## config.mk

```make
export PLATFORM = sky130hd
export DESIGN_NAME = tbus_datapath
export DESIGN_NICKNAME = d
export VERILOG_FILES = /design/src/rtl/tbus_pkg.sv /design/src/rtl/tbus_alu.sv /design/src/rtl/tbus_regfile.sv /design/src/rtl/tbus_seq.sv /design/src/rtl/tbus_datapath.sv
export SDC_FILE = /design/constraint.sdc
export NUM_CORES = 1
export LEC_CHECK = 0
export BUFFER_PORTS_ARGS = -buffer_cell sky130_fd_sc_hd__buf_2
export CAP_MARGIN = 20
export CORE_ASPECT_RATIO = 1.5
export CORE_MARGIN = 3
export CORE_UTILIZATION = 40
export CTS_BUF_LIST = sky130_fd_sc_hd__clkbuf_16
export DETAILED_ROUTE_END_ITERATION = 8
export PLACE_DENSITY = 0.64
export SETUP_SLACK_MARGIN = 0.3
export SYNTH_ARGS = -nofsm -noshare
export SYNTH_HDL_FRONTEND = slang
export SYNTH_HIERARCHICAL = 1
export SYNTH_SLANG_ARGS = --single-unit
export TNS_END_PERCENT = 10
```

## constraint.sdc

```tcl
create_clock -name clk -period 6.4 [get_ports clk]
set_input_delay 0.64 -clock clk [delete_from_list [all_inputs] [get_ports clk]]
set_output_delay 0.64 -clock clk [all_outputs]
set_load 0.1 [all_outputs]
```

## src/rtl/tbus_pkg.sv

```systemverilog
package tbus_pkg;
  localparam logic [3:0] OP_ADD   = 4'd0;
  localparam logic [3:0] OP_SUB   = 4'd1;
  localparam logic [3:0] OP_AND   = 4'd2;
  localparam logic [3:0] OP_OR    = 4'd3;
  localparam logic [3:0] OP_XOR   = 4'd4;
  localparam logic [3:0] OP_SLT   = 4'd5;
  localparam logic [3:0] OP_PASSA = 4'd6;
  localparam logic [3:0] OP_PASSB = 4'd7;

  localparam int OPC_LSB  = 28;
  localparam int DST_LSB  = 16;
  localparam int SRCA_LSB = 8;
  localparam int SRCB_LSB = 0;

  typedef enum logic [1:0] {BSRC_RF, BSRC_PC, BSRC_MDR} bsrc_e;
  typedef enum logic [1:0] {ST_ADDR, ST_WAIT, ST_LDIR, ST_EXEC} step_e;
endpackage

```

## src/rtl/tbus_alu.sv

```systemverilog
module tbus_alu
  import tbus_pkg::*;
#(
  parameter int XLEN = 32
) (
  input  logic [3:0]      op,
  input  logic [XLEN-1:0] a,
  input  logic [XLEN-1:0] b,
  output logic [XLEN-1:0] y
);
  always_comb begin
    case (op)
      OP_ADD:   y = a + b;
      OP_SUB:   y = a - b;
      OP_AND:   y = a & b;
      OP_OR:    y = a | b;
      OP_XOR:   y = a ^ b;
      OP_SLT:   y = {{(XLEN-1){1'b0}}, ($signed(a) < $signed(b))};
      OP_PASSA: y = a;
      OP_PASSB: y = b;
      default:  y = '0;
    endcase
  end
endmodule

```

## src/rtl/tbus_regfile.sv

```systemverilog
module tbus_regfile #(
  parameter int XLEN = 32,
  parameter int NREG = 8,
  parameter int AW   = $clog2(NREG)
) (
  input  logic            clk,
  input  logic            rst_n,
  input  logic [AW-1:0]   rsel_a,
  input  logic [AW-1:0]   rsel_b,
  output logic [XLEN-1:0] rdata_a,
  output logic [XLEN-1:0] rdata_b,
  input  logic            we,
  input  logic [AW-1:0]   wsel,
  input  logic [XLEN-1:0] wdata
);
  logic [XLEN-1:0] regs [NREG];

  for (genvar i = 0; i < NREG; i++) begin : g_reg
    always_ff @(posedge clk or negedge rst_n) begin
      if (!rst_n)                          regs[i] <= XLEN'(i);
      else if (we && wsel == AW'(i))       regs[i] <= wdata;
    end
  end

  assign rdata_a = regs[rsel_a];
  assign rdata_b = regs[rsel_b];
endmodule

```

## src/rtl/tbus_seq.sv

```systemverilog
module tbus_seq
  import tbus_pkg::*;
(
  input  logic       clk,
  input  logic       rst_n,
  input  logic       mem_mfc,
  input  logic [3:0] opc,
  output logic       mem_rd,
  output bsrc_e      bsel,
  output logic       a_four,
  output logic [3:0] alu_op,
  output logic       mar_ld,
  output logic       pc_inc,
  output logic       mdr_ld,
  output logic       ir_ld,
  output logic       rf_we,
  output logic       done
);
  step_e state, state_nx;
  logic  rd_q;

  always_comb begin
    case (state)
      ST_ADDR: state_nx = ST_WAIT;
      ST_WAIT: state_nx = mem_mfc ? ST_LDIR : ST_WAIT;
      ST_LDIR: state_nx = ST_EXEC;
      default: state_nx = ST_ADDR;
    endcase
  end

  always_ff @(posedge clk or negedge rst_n) begin
    if (!rst_n) begin
      state <= ST_ADDR;
      rd_q  <= 1'b0;
    end else begin
      state <= state_nx;
      if (state == ST_ADDR)               rd_q <= 1'b1;
      else if (state == ST_WAIT && mem_mfc) rd_q <= 1'b0;
    end
  end

  always_comb begin
    bsel   = BSRC_RF;
    a_four = 1'b0;
    alu_op = OP_PASSB;
    mar_ld = 1'b0;
    pc_inc = 1'b0;
    mdr_ld = 1'b0;
    ir_ld  = 1'b0;
    rf_we  = 1'b0;
    done   = 1'b0;
    case (state)
      ST_ADDR: begin
        bsel   = BSRC_PC;
        a_four = 1'b1;
        mar_ld = 1'b1;
        pc_inc = 1'b1;
      end
      ST_WAIT: mdr_ld = mem_mfc;
      ST_LDIR: begin
        bsel  = BSRC_MDR;
        ir_ld = 1'b1;
      end
      default: begin
        alu_op = opc;
        rf_we  = ~opc[3];
        done   = 1'b1;
      end
    endcase
  end

  assign mem_rd = rd_q;


  read_hold_chk: assert property (@(posedge clk) disable iff (!rst_n)
    (rd_q && !mem_mfc) |=> rd_q);

  mfc_adv_chk: assert property (@(posedge clk) disable iff (!rst_n)
    (state == ST_WAIT && mem_mfc) |=> (state == ST_LDIR && !rd_q));

  done_pulse_chk: assert property (@(posedge clk) disable iff (!rst_n)
    done |=> !done);
endmodule

```

## src/rtl/tbus_datapath.sv

```systemverilog
module tbus_datapath
  import tbus_pkg::*;
#(
  parameter int XLEN = 32,
  parameter int NREG = 8
) (
  input  logic                    clk,
  input  logic                    rst_n,
  output logic [XLEN-1:0]         mem_addr,
  output logic                    mem_rd,
  input  logic [XLEN-1:0]         mem_rdata,
  input  logic                    mem_mfc,
  output logic [XLEN-1:0]         pc,
  output logic [XLEN-1:0]         bus_c,
  output logic                    rf_we,
  output logic [$clog2(NREG)-1:0] rf_wsel,
  output logic                    instr_done
);
  localparam int AW = $clog2(NREG);

  logic [XLEN-1:0] pc_q, mar_q, mdr_q, ir_q;
  logic [XLEN-1:0] bus_a, bus_b, rf_b, alu_a, alu_y;
  logic [3:0]      opc, alu_op;
  logic [AW-1:0]   dst_i, srca_i, srcb_i;
  bsrc_e           bsel;
  logic            a_four, mar_ld, pc_inc, mdr_ld, ir_ld, we_i, done_i;

  assign opc    = ir_q[OPC_LSB +: 4];
  assign dst_i  = ir_q[DST_LSB +: AW];
  assign srca_i = ir_q[SRCA_LSB +: AW];
  assign srcb_i = ir_q[SRCB_LSB +: AW];

  tbus_seq u_seq (
    .clk(clk), .rst_n(rst_n), .mem_mfc(mem_mfc), .opc(opc),
    .mem_rd(mem_rd), .bsel(bsel), .a_four(a_four), .alu_op(alu_op),
    .mar_ld(mar_ld), .pc_inc(pc_inc), .mdr_ld(mdr_ld), .ir_ld(ir_ld),
    .rf_we(we_i), .done(done_i)
  );

  tbus_regfile #(.XLEN(XLEN), .NREG(NREG), .AW(AW)) u_rf (
    .clk(clk), .rst_n(rst_n), .rsel_a(srca_i), .rsel_b(srcb_i),
    .rdata_a(bus_a), .rdata_b(rf_b), .we(we_i), .wsel(dst_i), .wdata(bus_c)
  );

  always_comb begin
    case (bsel)
      BSRC_PC:  bus_b = pc_q;
      BSRC_MDR: bus_b = mdr_q;
      default:  bus_b = rf_b;
    endcase
  end

  assign alu_a = a_four ? XLEN'(4) : bus_a;

  tbus_alu #(.XLEN(XLEN)) u_alu (.op(alu_op), .a(alu_a), .b(bus_b), .y(alu_y));

  assign bus_c = alu_y;

  always_ff @(posedge clk or negedge rst_n) begin
    if (!rst_n) begin
      pc_q  <= '0;
      mar_q <= '0;
      mdr_q <= '0;
      ir_q  <= '0;
    end else begin
      if (pc_inc) pc_q  <= pc_q + XLEN'(4);
      if (mar_ld) mar_q <= bus_c;
      if (mdr_ld) mdr_q <= mem_rdata;
      if (ir_ld)  ir_q  <= bus_c;
    end
  end

  assign mem_addr   = mar_q;
  assign pc         = pc_q;
  assign rf_we      = we_i;
  assign rf_wsel    = dst_i;
  assign instr_done = done_i;


  pc_step_chk: assert property (@(posedge clk) disable iff (!rst_n)
    !$stable(pc_q) |-> (pc_q == $past(pc_q) + XLEN'(4)));

  mar_follow_chk: assert property (@(posedge clk) disable iff (!rst_n)
    $rose(mem_rd) |-> (mar_q + XLEN'(4) == pc_q));

  nowrite_chk: assert property (@(posedge clk) disable iff (!rst_n)
    (instr_done && ir_q[OPC_LSB+3]) |-> !rf_we);
endmodule

```

**After elaboration in Yosys (flattened, before gate mapping)**

Index checks and enable logic that the tools add are counted.
Widths: inputs -> output; s select.

- Register bits: 387
- Input bits: 35
- Output and inout port bits: 102

- Add/subtract/negate cells: 3
- $lt $le $gt $ge: 3
- Equality and inequality tests: 18
- Mux-type cells: 20
- Bitwise gates (word level): 6
- Reduce and logical (&&, ||, !) cells: 14

Operator list:

| operator | number |
|---|---|
| $pmux 32 s8 | 1 |
| $bmux 32 s3 | 2 |
| $mux 32 | 5 |
| $pmux 32 s2 | 1 |
| $add 32x3->32 const B | 1 |
| $add 32x32->32 | 1 |
| $and 32x32->32 | 1 |
| $lt 32x32->1 | 1 |
| $or 32x32->32 | 1 |
| $sub 32x32->32 | 1 |
| $xor 32x32->32 | 1 |
| $eq 4x3->1 const B | 4 |
| $eq 3x3->1 const B | 4 |
| $logic_and 1x1->1 | 9 |
| $eq 4x2->1 const B | 2 |
| $ge 4x4->1 const B | 2 |
| $not 3->4 | 2 |
| $mux 1 | 7 |
| $eq 3x2->1 const B | 2 |
| $pmux 2 s3 | 1 |
| $eq 2x1->1 const B | 2 |
| $eq 2x2->1 const B | 2 |
| $eq 4x1->1 const B | 1 |
| $logic_not 4->1 | 1 |
| 9 further kinds | 9 |

**Depth between registers and ports, before layout**

Gate-level depths: netlist of the first run.

- Word-level depth: 7
- Mapped depth: 22

**Cells and area by module**

The synthesis of the first run kept the hierarchy.

By module, submodules not included:

| module | instances | cells each | area each (µm²) | sequential area each (µm²) |
|---|---|---|---|---|
| tbus_regfile | 1 | 779 | 13,731.9 | 6,421.2 |
| tbus_alu | 1 | 837 | 5,390.2 | 0.0 |
| tbus_datapath | 1 | 432 | 5,028.6 | 2,677.6 |
| tbus_seq | 1 | 21 | 187.7 | 75.1 |

**Worst setup path before layout of the first run**

OpenSTA, ideal clock, no wires.

- Kind: reg-to-reg
- From: register u_seq.state[1]
- To: register ir_q[17]
- Library setup time: 93 ps
- Arrival: 8,478 ps
- Slack: -2,172 ps
- Cell stages (with the launch flop): 20
- Period minus slack after synthesis: 8,572 ps
- Cell sequence: dfrtp_1 > nor2_1 > buf_4 > inv_1 > ha_1 > clkbuf_1 > clkbuf_1 > nand2_1 > o21ai_0 > inv_1 > ha_1 > or2_2 > o211ai_1 > a2bb2oi_1 > a31o_2 > o31ai_2 > nand2_1 > mux2_2 > o311ai_0 > mux2_2

- Elaborated cells between the ends (all ways): 26

RTL lines:

| item | RTL line | text |
|---|---|---|
| from (decl) | tbus_seq.sv:19 | `step_e state, state_nx;` |
| from (signal assigned) | tbus_seq.sv:36 | `state <= state_nx;` |
| $logic_not 2->1 * | tbus_seq.sv:52 | `case (state)` |
| $mux 1 * | tbus_seq.sv:52 |  |
| named net a_four | tbus_datapath.sv:26 | `logic a_four, mar_ld, pc_inc, mdr_ld, ir_ld, we_i, done_i;` |
| $mux 32 * | tbus_datapath.sv:53 | `assign alu_a = a_four ? XLEN'(4) : bus_a;` |
| $sub 32x32->32 (tied with other cells) | tbus_alu.sv:14 | `OP_SUB: y = a - b;` |
| $pmux 32 s8 * | tbus_alu.sv:12 | `case (op)` |
| named net bus_c[17] | tbus_datapath.sv:14 | `output logic [XLEN-1:0] bus_c,` |
| to (signal assigned) | tbus_datapath.sv:69 | `if (ir_ld) ir_q <= bus_c;` |
| to (decl) | tbus_datapath.sv:21 | `logic [XLEN-1:0] pc_q, mar_q, mdr_q, ir_q;` |

The timed path passes the listed nets; every way through them passes the cells marked *.
A chain may end at the register's enable or synchronous reset.

**Worst setup path in the final report of the first run**

- From: register ir_q[0]
- To: output port bus_c[30]

- Longest elaborated chain between the ends: 7
- Elaborated cells between the ends (all ways): 11

RTL lines:

| item | RTL line | text |
|---|---|---|
| $not 3->4 (implied by the code) * | tbus_regfile.sv:26 | `assign rdata_b = regs[rsel_b];` |
| $bmux 32 s3 * | tbus_regfile.sv:26 |  |
| $mux 32 (implied by the code) * (2 in a row) | tbus_regfile.sv:26 |  |
| named net rf_b[14] | tbus_datapath.sv:22 | `logic [XLEN-1:0] bus_a, bus_b, rf_b, alu_a, alu_y;` |
| $pmux 32 s2 * | tbus_datapath.sv:46 | `case (bsel)` |
| named net bus_b[14] | tbus_datapath.sv:22 |  |
| $sub 32x32->32 / $add 32x32->32 (equally long branches) | tbus_alu.sv:14, tbus_alu.sv:13 |  |
| $pmux 32 s8 * | tbus_alu.sv:12 |  |
| to (decl) | tbus_datapath.sv:14 |  |

The timed path passes the listed nets; every way through them passes the cells marked *. The select of a mux whose other input is x is not followed.

==> impl_metrics.py, run 1 <==
metrics = {
    "clock_tree": {
        "cts_tree": "yes",
        "clkTransAtPathRegs_ns": 0.06,
        "htreeDepth": 2,
        "numCtsBuffers": 40,
        "worst_skew_pair.late_latency_ns": 0.59,
        "root_buffer": "clkbuf_16",
        "cts-hold-fix-buffers": 0,
        "cts_buffer_depth": 3,
        "clkSinkCount": 366,
    },
    "floorplanning": {
        "start_util_pct": 40.5,
        "die_w_um": 207,
        "die_y_um": 308,
        "io-pin-count": 137,
        "rows": 110,
        "die_area_sq_mm": 0.0639,
        "fp.coreArea_sq_mm": 0.0601,
    },
    "timing": {
        "rsz0062_at_grt": "yes",
        "final.setup_skew_ns": 0.0272,
        "maxSlewViolCount": 0,
        "period_share_pct": 95.7,
        "setup_tns_ns": 0,
        "maxSlewHeadroom_pct": 25.4,
        "hold_viol": 0,
        "period_minus_slack_ns": 6.12,
        "fmax_mhz": 163,
        "setup_viol": 0,
        "worst_pin_slew_ns": 1.11,
    },
    "routing": {
        "num_vias": 18800,
        "wl_per_cell_um": 26.3,
        "first_pass_iters": 5,
        "drtAntennaViolNets": 0,
        "routed_wl_um": 80600,
        "routed_via_density": 6.15,
        "drc": 0,
        "drtIter0Drc": 1639,
    },
    "global_route": {
        "grt_pass1_wl_um": 120000,
        "antenna_found_initial": 2,
        "grt_pass1_vias": 19500,
        "grt_overflow_total": 0,
        "grt_max_degree": 166,
        "grt_use_total_pct": 24.2,
    },
    "placed_design": {
        "dp.cells": 2962,
        "post-dp-hpwl_um": 56100,
        "io_buffer_count": 134,
        "gp_congestion": 1.01,
    },
    "final_layout": {
        "multiInputGateArea_sq_mm": 0.0142,
        "finalNetCount": 2390,
        "syn2layout_area_growth_pct": 16.9,
        "fin_util_pct": 47.3,
        "fin_cells": 3063,
        "nFillCells": 5331,
        "final_layout_size_suffix_gt1_share_pct": 37.8,
        "register_area_sq_mm": 0.00919,
    },
    "setup_path": {
        "cpMaxStageDelayCell": "mux4_1",
        "cp.required_ns": 5.76,
        "path_class": "reg -> out",
        "slowest_delay_ns": 0.56,
        "cp_cell_sequence": "buf_16, mux4_1, mux2_2, nand2_1, o21ai_2, inv_1, ha_1, buf_4, a2111oi_2, o211ai_1, o211a_1, nor3_4, a21oi_4, or3_1, a21oi_4, o22ai_2, o211ai_1, a211o_2, buf_12",
        "crit_path_start_kind": "register",
        "critPathArrivalTime_ns": 5.48,
        "critPathTopFamily": "compound AO/OA/AOI/OAI gates",
        "cp_max_fo": 13,
        "r2r_slack_ns": 1.12,
        "path_buf_inv": 4,
        "cp-end-kind": "output port",
    },
    "synthesis": {
        "post-synth-top-count-cell": "mux2_2",
        "synthTopCellsByArea": "dfrtp_1, mux2_2, mux4_1",
        "synth_top_area_share_pct": 36.4,
        "syn_inst": 2069,
        "yosysWarningCount": 6,
        "synth_enable_flop_cells": 0,
        "avgSynthCellArea_sq_um": 11.8,
        "syn_area_sq_mm": 0.0243,
        "synthArstFlopShare_pct": 100,
        "synth_cell_types": 91,
        "yosys-top-cells-count": "mux2_2, dfrtp_1, nand2_1",
        "ys_seq_elements": 366,
        "synth-main-ff-cell": "dfrtp_1",
        "synth.largest_area_cell": "dfrtp_1",
        "yosysSeqAreaShare_pct": 37.7,
    },
    "job": {
        "cap_violations": 0,
    },
    "worst_hold_path": {
        "worstHoldPathType": "in -> async",
    },
    "run_status": {
        "status": "finished, final reports clean",
    },
}
-- through the flow --
stage | worst slack (ns) | instance area (sq um) | hold slack (ns)
global placement | 0.443 | 26700 | 0.475
global route | 0.119 | 28400 | 0.125
CTS | 0.120 | 28100 | 0.0845
finish | 0.277 | 28400 | 0.0687
floorplan | -0.543 | 24300 | 0.344
detailed placement | 0.388 | 26700 | 0.482
-- worst paths after layout --
check | from | endpoint | depth (start not counted)
worst max-delay path | ir_q[0] | bus_c[30] | 19
worst min-delay path | rst_n | mdr_q[17] | 1
worst max register to register | ir_q[0] | u_rf/regs[254] | 19
worst min register to register | u_seq/mem_rd | u_seq/mem_rd | 1
max in group asynchronous | rst_n | ir_q[8] | 2
min in group clk | mem_mfc | u_seq/state[0] | 2
-- per-layer routing --
layer | GRT usage, % | routed length (um)
met5 | 0 | 10
met4 | 11.0 | 3820
met3 | 3.35 | 4610
met2 | 42.1 | 39900
met1 | 30.1 | 32300
-- worst register-to-register path, delay by kind of cell, from the launching register on --
family | cells | cell delay (ns)
AO/OA/AOI/OAI | 8 | 1.80
adder cells (fa/ha/maj) | 1 | 0.32
buffers and inverters | 4 | 0.70
flip-flops | 1 | 0.51
multiplexers | 3 | 1.12
AND/OR/NAND/NOR | 3 | 0.71
-- registers in the layout (all words and copies together) (netlist names) --
register      cells
u_rf/regs       256
mdr_q            32
mem_addr         32
pc               30
ir_q             13
u_seq/state       2
u_seq/mem_rd      1
-- layout make-up --
class / count / share of cell area [%]
multi-input combinational: 1448 / 50.0
sequential: 366 / 32.3
timing repair buffer: 284 / 8.52
clock buffer: 42 / 3.70
tap: 784 / 3.45
inverter: 106 / 1.41
clock inverter: 32 / 0.655
antenna: 1 / 0.00880
-- kinds of logic after synthesis --
family,synth area share (%)
compound gates,10.7
xor+xnor,1.44
fa+ha+maj,5.67
buf+inv,4.95
flops,37.7
mux,31.8
other cells,0.0154
simple gates,7.77
-- cell usage in the layout (no fill, tap or decap), types with 9 or more instances in the layout --
| master | n |
|---|---|
| mux4_2 | 48 |
| clkinv_1 | 9 |
| nor3_1 | 20 |
| nand4_1 | 18 |
| dfstp_2 | 12 |
| a21oi_1 | 81 |
| nor2b_1 | 37 |
| nor4_1 | 10 |
| mux2_2 | 389 |
| o31ai_1 | 10 |
| xor2_1 | 14 |
| mux4_1 | 80 |
| clkbuf_16 | 45 |
| dfrtp_1 | 348 |
| mux2_1 | 9 |
| o211ai_1 | 24 |
| a221o_1 | 9 |
| buf_2 | 105 |
| a21o_1 | 10 |
| o21bai_1 | 11 |
| ha_1 | 98 |
| o21ai_0 | 74 |
| nand3_1 | 19 |
| buf_4 | 136 |
| o21ai_1 | 15 |
| inv_1 | 114 |
| buf_12 | 34 |
| a31oi_1 | 13 |
| a221oi_1 | 12 |
| nand2_1 | 110 |
| a22oi_1 | 48 |
| o2111ai_1 | 9 |
| xnor2_1 | 26 |
| nor2_1 | 84 |
-- timing repair --
action                     CTS  global route
resized for setup           13            47
gates cloned                 0             3
buffers inserted             5            16
setup endpoints to repair   15            23
pin swaps                    1             5
Power of run 1 is left out: the tool's default activity adds up to more than one toggle a clock period on the data nets, which glitch-free logic cannot reach.
==> inputs of run 2 (changes only) <==
--- a/config.mk
+++ b/config.mk
@@ -5,6 +5,7 @@
 export SDC_FILE = /design/constraint.sdc
 export NUM_CORES = 1
 export LEC_CHECK = 0
+export ABC_AREA = 1
 export BUFFER_PORTS_ARGS = -buffer_cell sky130_fd_sc_hd__buf_2
 export CAP_MARGIN = 20
 export CORE_ASPECT_RATIO = 1.5
@@ -14,6 +15,7 @@
 export DETAILED_ROUTE_END_ITERATION = 8
 export PLACE_DENSITY = 0.64
 export SETUP_SLACK_MARGIN = 0.3
+export SLEW_MARGIN = 10
 export SYNTH_ARGS = -nofsm -noshare
 export SYNTH_HDL_FRONTEND = slang
 export SYNTH_HIERARCHICAL = 1
==> run 2 against run 1 <==
Effect of this change: design area is 6.4% higher; register-to-register slack better by 0.29 ns; clock skew hardly changed; count of clock-buffer cells in the layout is 2 lower; global-route usage is 3.0 points higher; die area is 12% higher; routed wire length is 23% higher; synthesized cell count is 110% higher; area after synthesis is 13% higher; utilization is 2.2 points lower.
==> impl_metrics.py, run 2 <==
metrics = {
    "final_layout": {
        "syn2layout_area_growth_pct": 10.5,
        "finalNetCount": 4401,
        "mostFrequentLayoutCell": "nand2_1",
        "layout_common_cells": "nand2_1, inv_1, nand3_1",
        "top_register": "u_rf/regs",
        "largest_register_ffs": 256,
        "nFillCells": 7030,
        "diodes": 0,
        "final_layout_size_suffix_gt1_share_pct": 10.2,
    },
    "timing": {
        "fmax_mhz": 171,
        "hold_viol": 0,
        "maxSlewViolCount": 0,
        "setup_tns_ns": 0,
        "whs_ns": 0.115,
        "maxSlewHeadroom_pct": 28.8,
        "period_minus_slack_ns": 5.83,
        "rsz0062_at_grt": "yes",
        "worst_pin_slew_ns": 1.07,
        "final.setup_skew_ns": 0.0268,
        "period_share_pct": 91.2,
        "setup_viol": 0,
    },
    "setup_path": {
        "r2r_slack_ns": 1.41,
        "cp-end-kind": "output port",
        "cp.required_ns": 5.76,
        "cp_max_fo": 18,
        "r2r-start": "ir_q[0]",
        "reg2reg_to": "u_rf/regs[157]",
        "slowest_delay_ns": 0.47,
        "path_class": "reg -> out",
        "cp_common_cell": "nand2_1",
        "cp_cell_sequence": "inv_1, nor2_2, buf_4, inv_1, ha_2, buf_4, nand2_1, a21oi_1, inv_1, ha_1, nand2_1, nor2_1, nand3_1, nand3_1, nand2_1, nand2_1, nand2_1, nand3_1, nand3_1, buf_12",
        "rr_worst_depth": 24,
        "cpMaxStageDelayCell": "dfrtp_1",
        "crit_path_start_kind": "register",
        "path_buf_inv": 6,
        "critPathTopFamily": "simple AND/OR/NAND/NOR gates",
        "critPathArrivalTime_ns": 5.19,
    },
    "routing": {
        "drc": 0,
        "first_pass_iters": 6,
        "routed_via_density": 5.30,
        "num_vias": 27400,
        "wl_per_cell_um": 19.2,
        "routed_wl_um": 99400,
        "drtAntennaViolNets": 0,
        "drtIter0Drc": 2517,
    },
    "clock_tree": {
        "clkTransAtPathRegs_ns": 0.06,
        "root_buffer": "clkbuf_16",
        "numCtsBuffers": 39,
        "cts_buffer_depth": 3,
        "worst_skew_pair.late_latency_ns": 0.59,
        "clkSinkCount": 366,
        "htreeDepth": 2,
        "cts_tree": "yes",
        "cts-hold-fix-buffers": 0,
    },
    "global_route": {
        "grt_pass1_vias": 25600,
        "grt_max_degree": 131,
        "grt_pass1_wl_um": 151000,
        "grt_overflow_total": 0,
        "antenna_found_initial": 1,
        "grt_use_total_pct": 27.2,
    },
    "synthesis": {
        "yosysSeqAreaShare_pct": 33.5,
        "syn_area_sq_mm": 0.0274,
        "avgSynthCellArea_sq_um": 6.44,
        "syn_inst": 4250,
        "yosysWarningCount": 6,
        "synth_enable_flop_cells": 0,
        "synthTopCellsByArea": "dfrtp_1, nand2_1, inv_1",
        "synth-main-ff-cell": "dfrtp_1",
        "post-synth-top-count-cell": "nand2_1",
        "synth_top_area_share_pct": 32.3,
        "synthArstFlopShare_pct": 100,
        "yosys-top-cells-count": "nand2_1, inv_1, nand3_1",
        "synth_cell_types": 51,
        "ys_seq_elements": 366,
        "synth.largest_area_cell": "dfrtp_1",
    },
    "floorplanning": {
        "io-pin-count": 137,
        "die_w_um": 220,
        "die_y_um": 326,
        "die_area_sq_mm": 0.0717,
        "rows": 116,
        "fp.coreArea_sq_mm": 0.0672,
        "start_util_pct": 40.8,
    },
    "run_status": {
        "status": "finished, final reports clean",
    },
    "job": {
        "cap_violations": 0,
    },
    "placed_design": {
        "io_buffer_count": 134,
        "gp_congestion": 1.00,
        "post-dp-hpwl_um": 69200,
    },
    "worst_hold_path": {
        "worstHoldPathType": "in -> async",
    },
}
run 2: cell type report:
type | count | area [sq um] | share of cell area, %
Tap cell | 885 | 1110 | 3.66
Clock inverter | 32 | 185 | 0.612
Clock buffer | 40 | 1000 | 3.31
Multi-Input combinational cell | 3007 | 14700 | 48.6
Sequential cell | 366 | 9180 | 30.3
Inverter | 653 | 2460 | 8.14
Timing Repair Buffer | 190 | 1600 | 5.30
run 2: layer usage:
layer / vias to the layer above / share of wire (%) / track usage (%)
met5: - / 0.010 / 0
li1: 13200 / - / -
met2: 1140 / 47 / 44.7
met1: 12800 / 38 / 33.6
met3: 294 / 7.4 / 3.86
met4: 2 / 7.4 / 16.8
run 2: kinds of logic after synthesis:
family	count (synthesis)	share of synthesized area [%]
buf+inv	878	13.0
flops	366	33.5
fa+ha+maj	109	5.03
xor+xnor	23	0.736
compound gates	478	9.42
other cells	1	0.0137
mux	76	3.12
simple gates	2319	35.2
run 2: worst max path at each step:
stage | endpoint | depth (start not counted) | slack [ns] | start
2_1_floorplan | u_rf/regs[100] | 16 | 0.30 | u_seq/state[0]
3_3_place_gp | bus_c[25] | 22 | 1.01 | ir_q[8]
3_5_place_dp | bus_c[25] | 22 | 1.0 | ir_q[8]
4_1_cts | bus_c[25] | 22 | 0.35 | ir_q[8]
5_1_grt | bus_c[27] | 20 | 0.28 | u_seq/state[1]
6_report | bus_c[20] | 20 | 0.57 | u_seq/state[1]
run 2: what timing repair did:
item,in CTS,in global routing
setup buffers,0,1
gates resized for setup,0,10
setup endpoints to repair,0,19
run 2: metrics by stage:
step | std cells | setup slack, ns | instance area (sq um) | util (%)
floorplan | 4251 | 0.300 | 27400 | -
global placement | 5099 | 1.01 | 29000 | 43.2
detailed placement | 5099 | 0.996 | 29000 | 43.2
CTS | 5171 | 0.352 | 30200 | 45.0
global route | 5173 | 0.276 | 30300 | 45.0
finish | 5173 | 0.565 | 30300 | 45.0
Power of run 2 is left out for the same reason.
==> inputs of run 3 (changes only) <==
--- a/config.mk
+++ b/config.mk
@@ -9,12 +9,13 @@
 export BUFFER_PORTS_ARGS = -buffer_cell sky130_fd_sc_hd__buf_2
 export CAP_MARGIN = 20
 export CORE_ASPECT_RATIO = 1.5
-export CORE_MARGIN = 3
+export CORE_MARGIN = 4
 export CORE_UTILIZATION = 40
 export CTS_BUF_LIST = sky130_fd_sc_hd__clkbuf_16
 export DETAILED_ROUTE_END_ITERATION = 8
 export PLACE_DENSITY = 0.64
 export SETUP_SLACK_MARGIN = 0.3
+export SKIP_CTS_REPAIR_TIMING = 1
 export SLEW_MARGIN = 10
 export SYNTH_ARGS = -nofsm -noshare
 export SYNTH_HDL_FRONTEND = slang
==> run 3 against run 2 <==
Effect of this change: first-iteration DRC count shrank 1.9%; final cell count up 0.35%; via count up 0.40%; hold slack better by 0.039 ns; non-clock buffer count grew 12; die area grew 1.5%; largest cell class unchanged.
==> impl_metrics.py, run 3 (synthesized netlist as in run 2, its figures left out) <==
metrics = {
    "timing": {
        "maxSlewHeadroom_pct": 26.8,
        "period_minus_slack_ns": 6.00,
        "rsz0062_at_grt": "yes",
        "hold_viol": 0,
        "fmax_mhz": 167,
        "final.setup_skew_ns": 0.0159,
        "period_share_pct": 93.7,
        "setup_viol": 0,
        "setup_tns_ns": 0,
        "setup_ws_ns": 0.402,
        "worst_pin_slew_ns": 1.10,
        "maxSlewViolCount": 0,
    },
    "final_layout": {
        "mostFrequentLayoutCell": "nand2_1",
        "register_area_sq_mm": 0.00918,
        "final_area_sq_mm": 0.0304,
        "final_layout_size_suffix_gt1_share_pct": 10.3,
        "fin_cells": 5191,
        "nFillCells": 7240,
        "top_register": "u_rf/regs",
        "largest_register_ffs": 256,
        "syn2layout_area_growth_pct": 10.9,
        "multiInputGateArea_sq_mm": 0.0147,
        "finalNetCount": 4413,
        "layout_common_cells": "nand2_1, inv_1, nand3_1",
    },
    "floorplanning": {
        "rows": 117,
        "io-pin-count": 137,
        "die_y_um": 328,
        "fp.coreArea_sq_mm": 0.0679,
        "die_w_um": 222,
        "start_util_pct": 40.3,
        "die_area_sq_mm": 0.0728,
    },
    "setup_path": {
        "critPathArrivalTime_ns": 5.36,
        "cp.required_ns": 5.76,
        "r2r-start": "ir_q[1]",
        "reg2reg_to": "u_rf/regs[149]",
        "cp-end-kind": "output port",
        "rr_worst_depth": 23,
        "r2r_slack_ns": 1.28,
        "path_class": "reg -> out",
        "crit_path_start_kind": "register",
        "cp_max_fo": 42,
    },
    "clock_tree": {
        "cts_buffer_depth": 3,
        "clkSinkCount": 366,
        "htreeDepth": 2,
        "numCtsBuffers": 39,
        "root_buffer": "clkbuf_16",
        "worst_skew_pair.late_latency_ns": 0.58,
        "cts_tree": "yes",
        "clkTransAtPathRegs_ns": 0.06,
    },
    "routing": {
        "routed_wl_um": 102000,
        "wl_per_cell_um": 19.7,
        "drtIter0Drc": 2470,
        "drtAntennaViolNets": 0,
        "drc": 0,
        "num_vias": 27500,
        "routed_via_density": 5.30,
        "first_pass_iters": 6,
    },
    "worst_hold_path": {
        "worstHoldPathType": "in -> async",
    },
    "placed_design": {
        "post-dp-hpwl_um": 72900,
        "placed_area_sq_mm": 0.0292,
        "gp_congestion": 1.00,
        "pre_cts_ws_ns": 1.11,
        "io_buffer_count": 134,
        "dp.cells": 5119,
    },
    "global_route": {
        "grt_overflow_total": 0,
        "grt_pass1_wl_um": 154000,
        "grt_max_degree": 141,
        "grt_use_total_pct": 27.1,
        "antenna_found_initial": 0,
        "grt_pass1_vias": 26200,
    },
    "run_status": {
        "status": "finished, final reports clean",
    },
    "job": {
        "cap_violations": 0,
    },
}
run 3: cell type report:
| type | instances | area share (%) |
|---|---|---|
| diodes | 1 | 0.00824 |
| clock buffers | 39 | 3.21 |
| clock inverters | 31 | 0.659 |
| inverters | 653 | 8.09 |
| multi-input cells | 3007 | 48.4 |
| flip-flops and latches | 366 | 30.2 |
| well taps | 892 | 3.68 |
| repair buffers | 202 | 5.65 |
run 3: worst max-delay path by stage:
| stage | from | end | slack, ns | depth (start not counted) |
|---|---|---|---|---|
| floorplan | u_seq/state[0] | u_rf/regs[100] | 0.30 | 16 |
| global placement | u_seq/state[1] | bus_c[31] | 1.11 | 19 |
| detailed placement | u_seq/state[1] | bus_c[27] | 1.11 | 18 |
| CTS | u_seq/state[1] | bus_c[27] | 0.48 | 18 |
| global route | ir_q[1] | bus_c[27] | 0.20 | 20 |
| finish | ir_q[1] | bus_c[21] | 0.40 | 22 |
run 3: stage by stage:
| stage | hold WS, ns | util, % |
|---|---|---|
| 3_3_place_gp | 0.466 | 42.9 |
| 3_5_place_dp | 0.473 | 42.9 |
| 4_1_cts | 0.169 | 44.7 |
| 5_1_grt | 0.227 | 44.7 |
| 6_report | 0.154 | 44.7 |
| 2_1_floorplan | 0.344 | - |
run 3: routing by layer:
| layer | GRT usage [%] | share of wire (%) | vias up |
|---|---|---|---|
| met4 | 15.4 | 6.6 | 0 |
| met2 | 47.3 | 49 | 1128 |
| met1 | 32.3 | 38 | 12900 |
| met3 | 3.28 | 6.8 | 285 |
| met5 | 0 | 0 | - |
| li1 | - | - | 13200 |
run 3: critical path, stage by stage (launching register included):
cell and delay [ns]:
dfrtp_2 0.57, inv_2 0.52, buf_12 0.34, nand3_1 0.12
nand2_1 0.07, nand2_1 0.05, nand2_1 0.11, nor2_1 0.05
a21oi_1 0.25, inv_1 0.13, ha_1 0.52, inv_1 0.17
nand2_1 0.11, nand2_1 0.10, inv_1 0.06, nand2_1 0.12
inv_1 0.10, nand3_2 0.21, nand2_1 0.21, nand3_1 0.08
nand3_1 0.09, nand3_1 0.40, buf_12 0.34
Power of run 3 is left out for the same reason.
